### src/rtl/dprc_pkg.sv
`timescale 1ns/1ps
package dprc_pkg;

    localparam int unsigned MDO_PINS_DEF   = 8;
    localparam int unsigned MDI_PINS_DEF   = 2;
    localparam int unsigned MDO_RED_DEF    = 2;
    localparam int unsigned MDI_RED_DEF    = 1;
    localparam int unsigned SETUP_CLKS_DEF = 4;
    localparam int unsigned SYNC_DEF       = 2;
    localparam int unsigned STRAP_W        = 2;

    typedef enum logic {
        PORT_REDUCED = 1'b0,
        PORT_FULL    = 1'b1
    } port_width_e;

    typedef struct packed {
        logic        enabled;
        port_width_e width;
        logic        setup_bad;
    } port_cfg_t;

    localparam port_cfg_t CFG_IDLE = '{enabled: 1'b0, width: PORT_REDUCED, setup_bad: 1'b0};

    // Decode the two straps seen at the capture edge into a port setting.
    function automatic port_cfg_t capture_cfg(input logic evt_b,
                                              input logic width_sel,
                                              input logic window_ok);
        port_cfg_t c;
        c.enabled   = ~evt_b;
        c.width     = (~evt_b & width_sel) ? PORT_FULL : PORT_REDUCED;
        c.setup_bad = ~window_ok;
        return c;
    endfunction

endpackage

### src/rtl/dprc_rst_sync.sv
`timescale 1ns/1ps
module dprc_rst_sync #(
    parameter int unsigned STAGES = 2
) (
    input  logic clk,
    input  logic rst_b_async,
    output logic rst_active,
    output logic release_pulse
);
    localparam int unsigned TOP = STAGES - 1;

    logic [STAGES-1:0] sync_q;
    logic              last_q;

    always_ff @(posedge clk) begin
        sync_q <= {sync_q[STAGES-2:0], rst_b_async};
        last_q <= sync_q[TOP];
    end

    assign rst_active    = ~sync_q[TOP];
    assign release_pulse = sync_q[TOP] & ~last_q;

    // release is a single-cycle event
    p_release_single_r1: assert property (@(posedge clk) disable iff (rst_active)
        release_pulse |=> !release_pulse);

endmodule

### src/rtl/dprc_strap_window.sv
`timescale 1ns/1ps
module dprc_strap_window #(
    parameter int unsigned DEPTH = 4,
    parameter int unsigned W     = 2
) (
    input  logic         clk,
    input  logic         sample_en,
    input  logic [W-1:0] strap_now,
    output logic         window_ok
);
    localparam int unsigned CW = $clog2(DEPTH + 1);
    localparam logic [CW-1:0] FULL_CNT = CW'(DEPTH);

    logic [DEPTH-1:0][W-1:0] hist_q;
    logic [CW-1:0]           cnt_q;
    logic                    match;

    always_ff @(posedge clk) begin
        if (!sample_en) begin
            cnt_q <= '0;
        end else begin
            hist_q <= {hist_q[DEPTH-2:0], strap_now};
            if (cnt_q != FULL_CNT) cnt_q <= cnt_q + 1'b1;
        end
    end

    always_comb begin
        match = 1'b1;
        for (int i = 0; i < DEPTH; i++) begin
            if (hist_q[i] != strap_now) match = 1'b0;
        end
    end

    assign window_ok = match && (cnt_q == FULL_CNT);

    // the fill count saturates at the window depth
    p_cnt_bound_r8: assert property (@(posedge clk) disable iff (!sample_en)
        cnt_q == FULL_CNT |=> cnt_q == FULL_CNT);

endmodule

### src/rtl/dprc_oe_decode.sv
`timescale 1ns/1ps
module dprc_oe_decode
    import dprc_pkg::*;
#(
    parameter int unsigned MDO_PINS = 8,
    parameter int unsigned MDI_PINS = 2,
    parameter int unsigned MDO_RED  = 2,
    parameter int unsigned MDI_RED  = 1
) (
    input  port_cfg_t            cfg,
    output logic [MDO_PINS-1:0]  mdo_oe,
    output logic [MDI_PINS-1:0]  mdi_en
);
    logic is_full;
    assign is_full = (cfg.width == PORT_FULL);

    for (genvar i = 0; i < MDO_PINS; i++) begin : g_mdo
        localparam bit IN_RED = (i < MDO_RED);
        assign mdo_oe[i] = cfg.enabled & (IN_RED | is_full);
    end

    for (genvar j = 0; j < MDI_PINS; j++) begin : g_mdi
        localparam bit IN_RED = (j < MDI_RED);
        assign mdi_en[j] = cfg.enabled & (IN_RED | is_full);
    end

endmodule

### src/rtl/dbg_port_cfg_sampler.sv
`timescale 1ns/1ps
module dbg_port_cfg_sampler
    import dprc_pkg::*;
#(
    parameter int unsigned MDO_PINS   = MDO_PINS_DEF,
    parameter int unsigned MDI_PINS   = MDI_PINS_DEF,
    parameter int unsigned MDO_RED    = MDO_RED_DEF,
    parameter int unsigned MDI_RED    = MDI_RED_DEF,
    parameter int unsigned SETUP_CLKS = SETUP_CLKS_DEF,
    parameter int unsigned SYNC_STGS  = SYNC_DEF
) (
    input  logic                clk,
    input  logic                dbg_rst_b,
    input  logic                sys_rst,
    input  logic                evt_strap_b,
    input  logic                mdi0_strap,
    output logic                port_en,
    output logic                port_full,
    output logic [MDO_PINS-1:0] mdo_oe,
    output logic [MDI_PINS-1:0] mdi_en,
    output logic                setup_viol
);
    logic      rst_active;
    logic      release_pulse;
    logic      window_ok;
    port_cfg_t cfg_q;

    dprc_rst_sync #(.STAGES(SYNC_STGS)) u_sync (
        .clk           (clk),
        .rst_b_async   (dbg_rst_b),
        .rst_active    (rst_active),
        .release_pulse (release_pulse)
    );

    dprc_strap_window #(.DEPTH(SETUP_CLKS), .W(STRAP_W)) u_window (
        .clk       (clk),
        .sample_en (rst_active),
        .strap_now ({evt_strap_b, mdi0_strap}),
        .window_ok (window_ok)
    );

    // Only the debug reset touches this register; system reset is not wired in.
    always_ff @(posedge clk) begin
        if (rst_active) begin
            cfg_q <= CFG_IDLE;
        end else if (release_pulse) begin
            cfg_q <= capture_cfg(evt_strap_b, mdi0_strap, window_ok);
        end
    end

    dprc_oe_decode #(
        .MDO_PINS (MDO_PINS),
        .MDI_PINS (MDI_PINS),
        .MDO_RED  (MDO_RED),
        .MDI_RED  (MDI_RED)
    ) u_decode (
        .cfg    (cfg_q),
        .mdo_oe (mdo_oe),
        .mdi_en (mdi_en)
    );

    assign port_en    = cfg_q.enabled;
    assign port_full  = (cfg_q.width == PORT_FULL);
    assign setup_viol = cfg_q.setup_bad;

    // a disabled port enables no pin
    p_disabled_quiet_r3: assert property (@(posedge clk) disable iff (rst_active)
        !port_en |-> (mdo_oe == '0 && mdi_en == '0 && !port_full));

    // reduced width keeps the upper pins off
    p_reduced_upper_off_r5: assert property (@(posedge clk) disable iff (rst_active)
        (port_en && !port_full) |->
            (mdo_oe[MDO_PINS-1:MDO_RED] == '0 && mdi_en[MDI_PINS-1:MDI_RED] == '0));

    // a held debug reset empties the port on the following edge
    p_rst_clears_r6: assert property (@(posedge clk)
        rst_active |=> (!port_en && mdo_oe == '0 && mdi_en == '0 && !setup_viol));

    // system reset leaves the latched setting alone
    p_sysrst_ignored_r7: assert property (@(posedge clk) disable iff (rst_active)
        (sys_rst && !release_pulse) |=> $stable(cfg_q));

    // the setup flag is sticky until the next debug reset
    p_viol_sticky_r9: assert property (@(posedge clk) disable iff (rst_active)
        (setup_viol && !release_pulse) |=> setup_viol);

endmodule

### config.mk
export PLATFORM = sky130hd
export DESIGN_NAME = dbg_port_cfg_sampler
export DESIGN_NICKNAME = d
export VERILOG_FILES = /design/src/rtl/dprc_pkg.sv /design/src/rtl/dprc_rst_sync.sv /design/src/rtl/dprc_strap_window.sv /design/src/rtl/dprc_oe_decode.sv /design/src/rtl/dbg_port_cfg_sampler.sv
export SDC_FILE = /design/constraint.sdc
export NUM_CORES = 1
export LEC_CHECK = 0
export BUFFER_PORTS_ARGS = -buffer_cell sky130_fd_sc_hd__buf_2
export CAP_MARGIN = 20
export CORE_MARGIN = 3
export CORE_UTILIZATION = 40
export DETAILED_ROUTE_END_ITERATION = 12
export MAX_ROUTING_LAYER = met4
export PLACE_DENSITY = 0.72
export SYNTH_ARGS = -nofsm -noshare
export SYNTH_HDL_FRONTEND = slang
export SYNTH_SLANG_ARGS = --single-unit
export TNS_END_PERCENT = 5
### constraint.sdc
create_clock -name clk -period 1.47 [get_ports clk]
set_input_delay 0.294 -clock clk [delete_from_list [all_inputs] [get_ports clk]]
set_output_delay 0.294 -clock clk [all_outputs]
set_load 0.01 [all_outputs]
## After elaboration in Yosys (flattened, before gate mapping)

Cells that the tools add are included.

- Logic and storage cells: 29
- Output and inout port bits: 13
- Register bits after elaboration: 17

- Mux-type cells: 5
- Reductions and logical operators: 1
- Eq/ne operators: 6
- Add/subtract/negate cells: 1
- Bitwise logic cells: 6

Operator list:

| cell | count |
|---|---|
| inequality test 2 bit | 4 |
| 2-to-1 mux 1 bit | 5 |
| adder 3 x 1 -> 3 bit (second input constant) | 1 |
| bitwise AND 1 bit | 3 |
| equality test 3 bit (second input constant) | 1 |
| inequality test 3 bit (second input constant) | 1 |
| NOT 1 bit | 3 |
| logical AND 1 bit | 1 |

## Longest topological paths before layout

- Depth after elaboration: 7
- Gate-level depth with buffers: 5
- Depth with buffers taken out: 5

## Cells and area by module

A second synthesis with hierarchy kept.

- Cell total of the unflattened synthesis: 58
- Area total of the unflattened synthesis: 698.2 um2

Modules (own cells, without submodules):

| module | sequential area each (um2) | area each (um2) | times used | cells each |
|---|---|---|---|---|
| dprc_strap_window | 300.3 | 445.4 | 1 | 33 |
| dbg_port_cfg_sampler | 60.1 | 101.3 | 1 | 10 |
| dprc_rst_sync | 60.1 | 77.6 | 1 | 5 |
| dprc_oe_decode | 0.0 | 73.8 | 1 | 10 |

## Worst setup path after synthesis

No wires, ideal clock.

- Kind: flip-flop to output port
- Start: register cfg_q (netlist bit port_en)
- End: output port mdo_oe[2]
- Path slack: 0.294 ns
- Data required time: 1.176 ns
- Stages on the path, launching flop included: 3
- Arrival: 0.882 ns
- Buffers on the path: 1
- Cell sequence: dfxtp_1 -> and2_1 -> buf_4

- Word-level cells in the longest chain between the ends: 1

RTL lines:

| what | RTL line | source |
|---|---|---|
| from (decl) | dbg_port_cfg_sampler.sv:26 | `port_cfg_t cfg_q;` |
| from (signal assigned) | dbg_port_cfg_sampler.sv:47 | `cfg_q <= capture_cfg(evt_strap_b, mdi0_strap, window_ok);` |
| bitwise AND 1 bit | - |  |
| to (decl) | dbg_port_cfg_sampler.sv:19 | `output logic [MDO_PINS-1:0] mdo_oe,` |

No other way between the ends.

## Worst setup path in the final report

- Start: register cfg_q (netlist bit port_en)
- End: output port mdo_oe[4]

- Word-level cells in the longest chain between the ends: 1

RTL lines:

| what | RTL line | source |
|---|---|---|
| bitwise AND 1 bit | dprc_oe_decode.sv:19 | `assign mdo_oe[i] = cfg.enabled & (IN_RED \| is_full);` |

No other way between the ends.

==> metrics.txt <==
# TYPE chip_impl_metric gauge
chip_impl_info{name="root_buffer",value="sky130_fd_sc_hd__clkbuf_4"} 1
chip_impl_metric{name="clock_tree.htree_level_count",unit=""} 1
chip_impl_metric{name="core_region_area",unit="sq um"} 1559
chip_impl_metric{name="cts_inserted_buffers",unit=""} 3
chip_impl_info{name="crit_type",value="reg -> out"} 1
chip_impl_metric{name="grt_pass1_wl",unit="um"} 1469
chip_impl_metric{name="slew_headroom",unit=""} 0.7403
chip_impl_info{name="status",value="completed"} 1
chip_impl_metric{name="setup-tns-final",unit="ns"} 0
chip_impl_metric{name="pin_count_of_the_biggest_net_entering_global_routing",unit=""} 12
chip_impl_metric{name="drt_iter0_markers",unit=""} 7
chip_impl_metric{name="synthesis.area_per_instance",unit="sq um"} 11.94
chip_impl_metric{name="route.detailed.drc",unit=""} 0
chip_impl_metric{name="synth.distinct_cells",unit=""} 19
chip_impl_metric{name="period_share",unit=""} 0.8878
chip_impl_metric{name="final_net_count",unit=""} 76
chip_impl_metric{name="finalNonFillerCells",unit=""} 84
chip_impl_info{name="grt_setup_unrepaired",value="no"} 1
chip_impl_metric{name="ys_ff_latch",unit=""} 17
chip_impl_info{name="crit_path_cell_trace",value="and2_2 -> buf_2"} 1
chip_impl_metric{name="synthXorXnorAreaFrac",unit=""} 0.01287
chip_impl_metric{name="synth.mux.area_fraction",unit=""} 0.02941
chip_impl_metric{name="clock_latency",unit="ns"} 0.27
chip_impl_metric{name="top_level_ports",unit=""} 18
chip_impl_metric{name="synthToLayoutAreaGrowth",unit="%"} 8.823
chip_impl_metric{name="diodes",unit=""} 0
chip_impl_metric{name="post_synthesis_simple_gate_area_fraction",unit=""} 0.1654
chip_impl_info{name="cts_tree",value="done"} 1
chip_impl_metric{name="timing.final.setup_violations",unit=""} 0
chip_impl_info{name="synth_top_family_by_area",value="simple AND/OR/NAND/NOR gates"} 1
chip_impl_metric{name="layout_min_cycle_time",unit="ns"} 1.305
chip_impl_metric{name="max_freq",unit="GHz"} 0.7663
chip_impl_metric{name="hpwl",unit="um"} 690.7
chip_impl_metric{name="cp_data_arrival_time",unit="ns"} 1.01
chip_impl_metric{name="worst-path-max-fanout",unit=""} 7
chip_impl_info{name="timing.critical_path.to_type",value="output port"} 1
chip_impl_metric{name="numClockSinks",unit=""} 17
chip_impl_metric{name="wirelength",unit="um"} 892
chip_impl_metric{name="via_density_per_instance",unit=""} 4.845
chip_impl_metric{name="yosys.area_share.adder",unit=""} 0.03676
chip_impl_metric{name="post-place-ws",unit="ns"} 0.2544
chip_impl_metric{name="synth.cell_area",unit="sq um"} 680.7
chip_impl_metric{name="fin_util",unit=""} 0.4751
chip_impl_metric{name="die_height",unit="um"} 47.25
chip_impl_info{name="holdCritPathClass",value="in -> reg"} 1
chip_impl_metric{name="synth_seq_area_share",unit=""} 0.6176
chip_impl_metric{name="placement.io_buffers",unit=""} 16
chip_impl_metric{name="clk_transition_reported_paths",unit="ns"} 0.09
chip_impl_metric{name="firstDrtPassIters",unit=""} 3
chip_impl_metric{name="worst_pin_slew",unit="ns"} 0.3892
chip_impl_metric{name="detail-route-antenna-nets",unit=""} 0
chip_impl_metric{name="gp_routability_congestion",unit=""} 0.6658
chip_impl_metric{name="pwr_density_cell",unit="nW/um^2"} 1166
chip_impl_metric{name="cts_buffer_depth",unit=""} 2
chip_impl_metric{name="ys.warnings.count",unit=""} 0
chip_impl_metric{name="number_of_placement_rows",unit=""} 14
chip_impl_metric{name="ratio_of_cells_with_drive_above_1_in_the_final_layout",unit=""} 0.3235
chip_impl_info{name="setup.worst_path.start_class",value="register"} 1
chip_impl_metric{name="total_leakage_power",unit="nW"} 0.3262
chip_impl_metric{name="hold_ws",unit="ns"} 0.1113
chip_impl_metric{name="timing.final.hold_violations",unit=""} 0
chip_impl_metric{name="grtUsageTotal",unit=""} 0.1028
chip_impl_metric{name="routed_wl_per_cell",unit="um"} 10.62
chip_impl_metric{name="final-max-slew-violation-count",unit=""} 0
chip_impl_metric{name="post-route-worst-setup-slack",unit="ns"} 0.1650
chip_impl_metric{name="required",unit="ns"} 1.18
chip_impl_metric{name="critical_path.max_stage_delay",unit="ns"} 0.39
chip_impl_metric{name="post-cts-setup-buffers",unit=""} 0
chip_impl_metric{name="finClkSkew",unit="ns"} 0.002038
chip_impl_metric{name="synth.net_count",unit=""} 64
chip_impl_metric{name="die-area",unit="sq um"} 2233
chip_impl_metric{name="dp_cells",unit=""} 80
chip_impl_metric{name="cap_viol_max_count",unit=""} 0
chip_impl_info{name="slowest_stage",value="sky130_fd_sc_hd__dfxtp_1"} 1
chip_impl_metric{name="number_of_global_route_vias_before_repair",unit=""} 362
chip_impl_metric{name="initial_utilization",unit=""} 0.4366
chip_impl_metric{name="compound_gate_portion_of_the_synthesized_area",unit=""} 0.02206
chip_impl_metric{name="die_width",unit="um"} 47.25
chip_impl_metric{name="vdd.ir_drop.worst",unit="V"} 0.0005393
chip_impl_metric{name="via_count",unit=""} 407
chip_impl_metric{name="r2r_setup_slack",unit="ns"} 0.27
chip_impl_metric{name="grt-ovfl-total",unit=""} 0
chip_impl_metric{name="postSynthCellCount",unit=""} 57
chip_impl_metric{name="antenna_found_initial",unit=""} 0
[what timing repair did]
item / CTS / global route
endpoints found under the setup margin: 0 / 7
hold buffers: 0 / 0
resized for setup: 0 / 1
[synth_stat cells]
master | instances | area share
sky130_fd_sc_hd__buf_4 | 9 | 0.099
sky130_fd_sc_hd__dfxtp_1 | 9 | 0.26
sky130_fd_sc_hd__edfxtp_1 | 8 | 0.35
sky130_fd_sc_hd__nor2_1 | 6 | 0.033
sky130_fd_sc_hd__a21oi_1 | 3 | 0.022
sky130_fd_sc_hd__inv_1 | 3 | 0.017
sky130_fd_sc_hd__nand2_1 | 3 | 0.017
sky130_fd_sc_hd__ha_1 | 2 | 0.037
sky130_fd_sc_hd__mux2i_1 | 2 | 0.029
sky130_fd_sc_hd__nor3_1 | 2 | 0.015
sky130_fd_sc_hd__nor4_1 | 2 | 0.018
sky130_fd_sc_hd__and2_1 | 1 | 0.0092
sky130_fd_sc_hd__and4_1 | 1 | 0.013
sky130_fd_sc_hd__and4_2 | 1 | 0.015
sky130_fd_sc_hd__nand3_1 | 1 | 0.0073
sky130_fd_sc_hd__nor2b_1 | 1 | 0.0092
sky130_fd_sc_hd__nor3b_1 | 1 | 0.011
sky130_fd_sc_hd__nor4_2 | 1 | 0.018
sky130_fd_sc_hd__xnor2_1 | 1 | 0.013
[worst max-delay path: cells and delay by family, from the launching register on]
kind	cells	cell delay, ns
buf+inv	1	0.14
flops	1	0.39
simple gates	1	0.21
[cell families (layout without fill, tap and decap cells)]
| group | after synthesis | count (layout) |
|---|---|---|
| flops | 17 | 17 |
| xor+xnor | 1 | 1 |
| buf+inv | 12 | 23 |
| compound gates | 3 | 3 |
| mux | 2 | 2 |
| simple gates | 20 | 20 |
| fa+ha+maj | 2 | 2 |
[flip-flops by register name, summed over array words and instances (netlist names)]
signal,cells
u_window.hist_q,8
setup_viol,1
u_sync.last_q,1
u_sync.sync_q,2
u_window.cnt_q,3
port_en,1
port_full,1
[power breakdown]
part	total, mW	internal, mW	switching, mW
sequential	0.554	0.530	0.0240
clock	0.235	0.105	0.130
combinational	0.0751	0.0345	0.0406
total	0.864	0.669	0.194
[path summary, 6_finish.rpt]
kind | to | from | cells past startpoint
setup / recovery | mdo_oe[4] | port_en$_SDFFE_PN0P_ | 2
hold / removal | u_sync.sync_q[0]$_DFF_P_ | dbg_rst_b | 1
setup reg to reg | setup_viol$_SDFFE_PN0P_ | u_window.hist_q[0]$_DFFE_PN_ | 4
hold reg to reg | u_sync.sync_q[1]$_DFF_P_ | u_sync.sync_q[0]$_DFF_P_ | 0
[through the flow]
step	total power, mW	instance area, sq um
floorplan	0.6189	680.7
global placement	0.6362	713.2
detailed placement	0.6418	713.2
CTS	0.8786	739.5
global route	0.9179	740.7
finish	0.8636	740.7
[cell usage in the layout, fill, tap and decap left out]
master	netlist	routed
sky130_fd_sc_hd__edfxtp_1	8	8
sky130_fd_sc_hd__nand2_1	3	3
sky130_fd_sc_hd__mux2i_1	2	2
sky130_fd_sc_hd__nor4_1	2	2
sky130_fd_sc_hd__nor2b_1	1	1
sky130_fd_sc_hd__dfxtp_1	9	9
sky130_fd_sc_hd__xnor2_1	1	1
sky130_fd_sc_hd__nand3_1	1	1
sky130_fd_sc_hd__and4_2	1	1
sky130_fd_sc_hd__a21oi_1	3	3
sky130_fd_sc_hd__and4_1	1	1
sky130_fd_sc_hd__and2_2	0	1
sky130_fd_sc_hd__nor3b_1	1	1
sky130_fd_sc_hd__clkbuf_1	0	1
sky130_fd_sc_hd__nor3_1	2	2
sky130_fd_sc_hd__nor4_2	1	1
sky130_fd_sc_hd__nor2_1	6	6
sky130_fd_sc_hd__clkbuf_4	0	3
sky130_fd_sc_hd__inv_1	3	3
sky130_fd_sc_hd__buf_2	0	16
sky130_fd_sc_hd__ha_1	2	2
[per-layer routing]
layer	GRT usage	wire [um]	up-vias
met5	-	0	-
met4	0.04972	9	0
met3	0.05747	52	2
met2	0.1390	371	12
met1	0.1217	458	180
li1	-	-	213
[area by class of cell]
| class | instances | area (sq um) |
|---|---|---|
| Clock buffer | 4 | 26.28 |
| Fill cell | 148 | 818.3 |
| Inverter | 3 | 11.26 |
| Multi-Input combinational cell | 28 | 182.7 |
| Sequential cell | 17 | 420.4 |
| Tap cell | 16 | 20.02 |
| Timing Repair Buffer | 16 | 80.08 |
(Power assumes the default switching activity.)
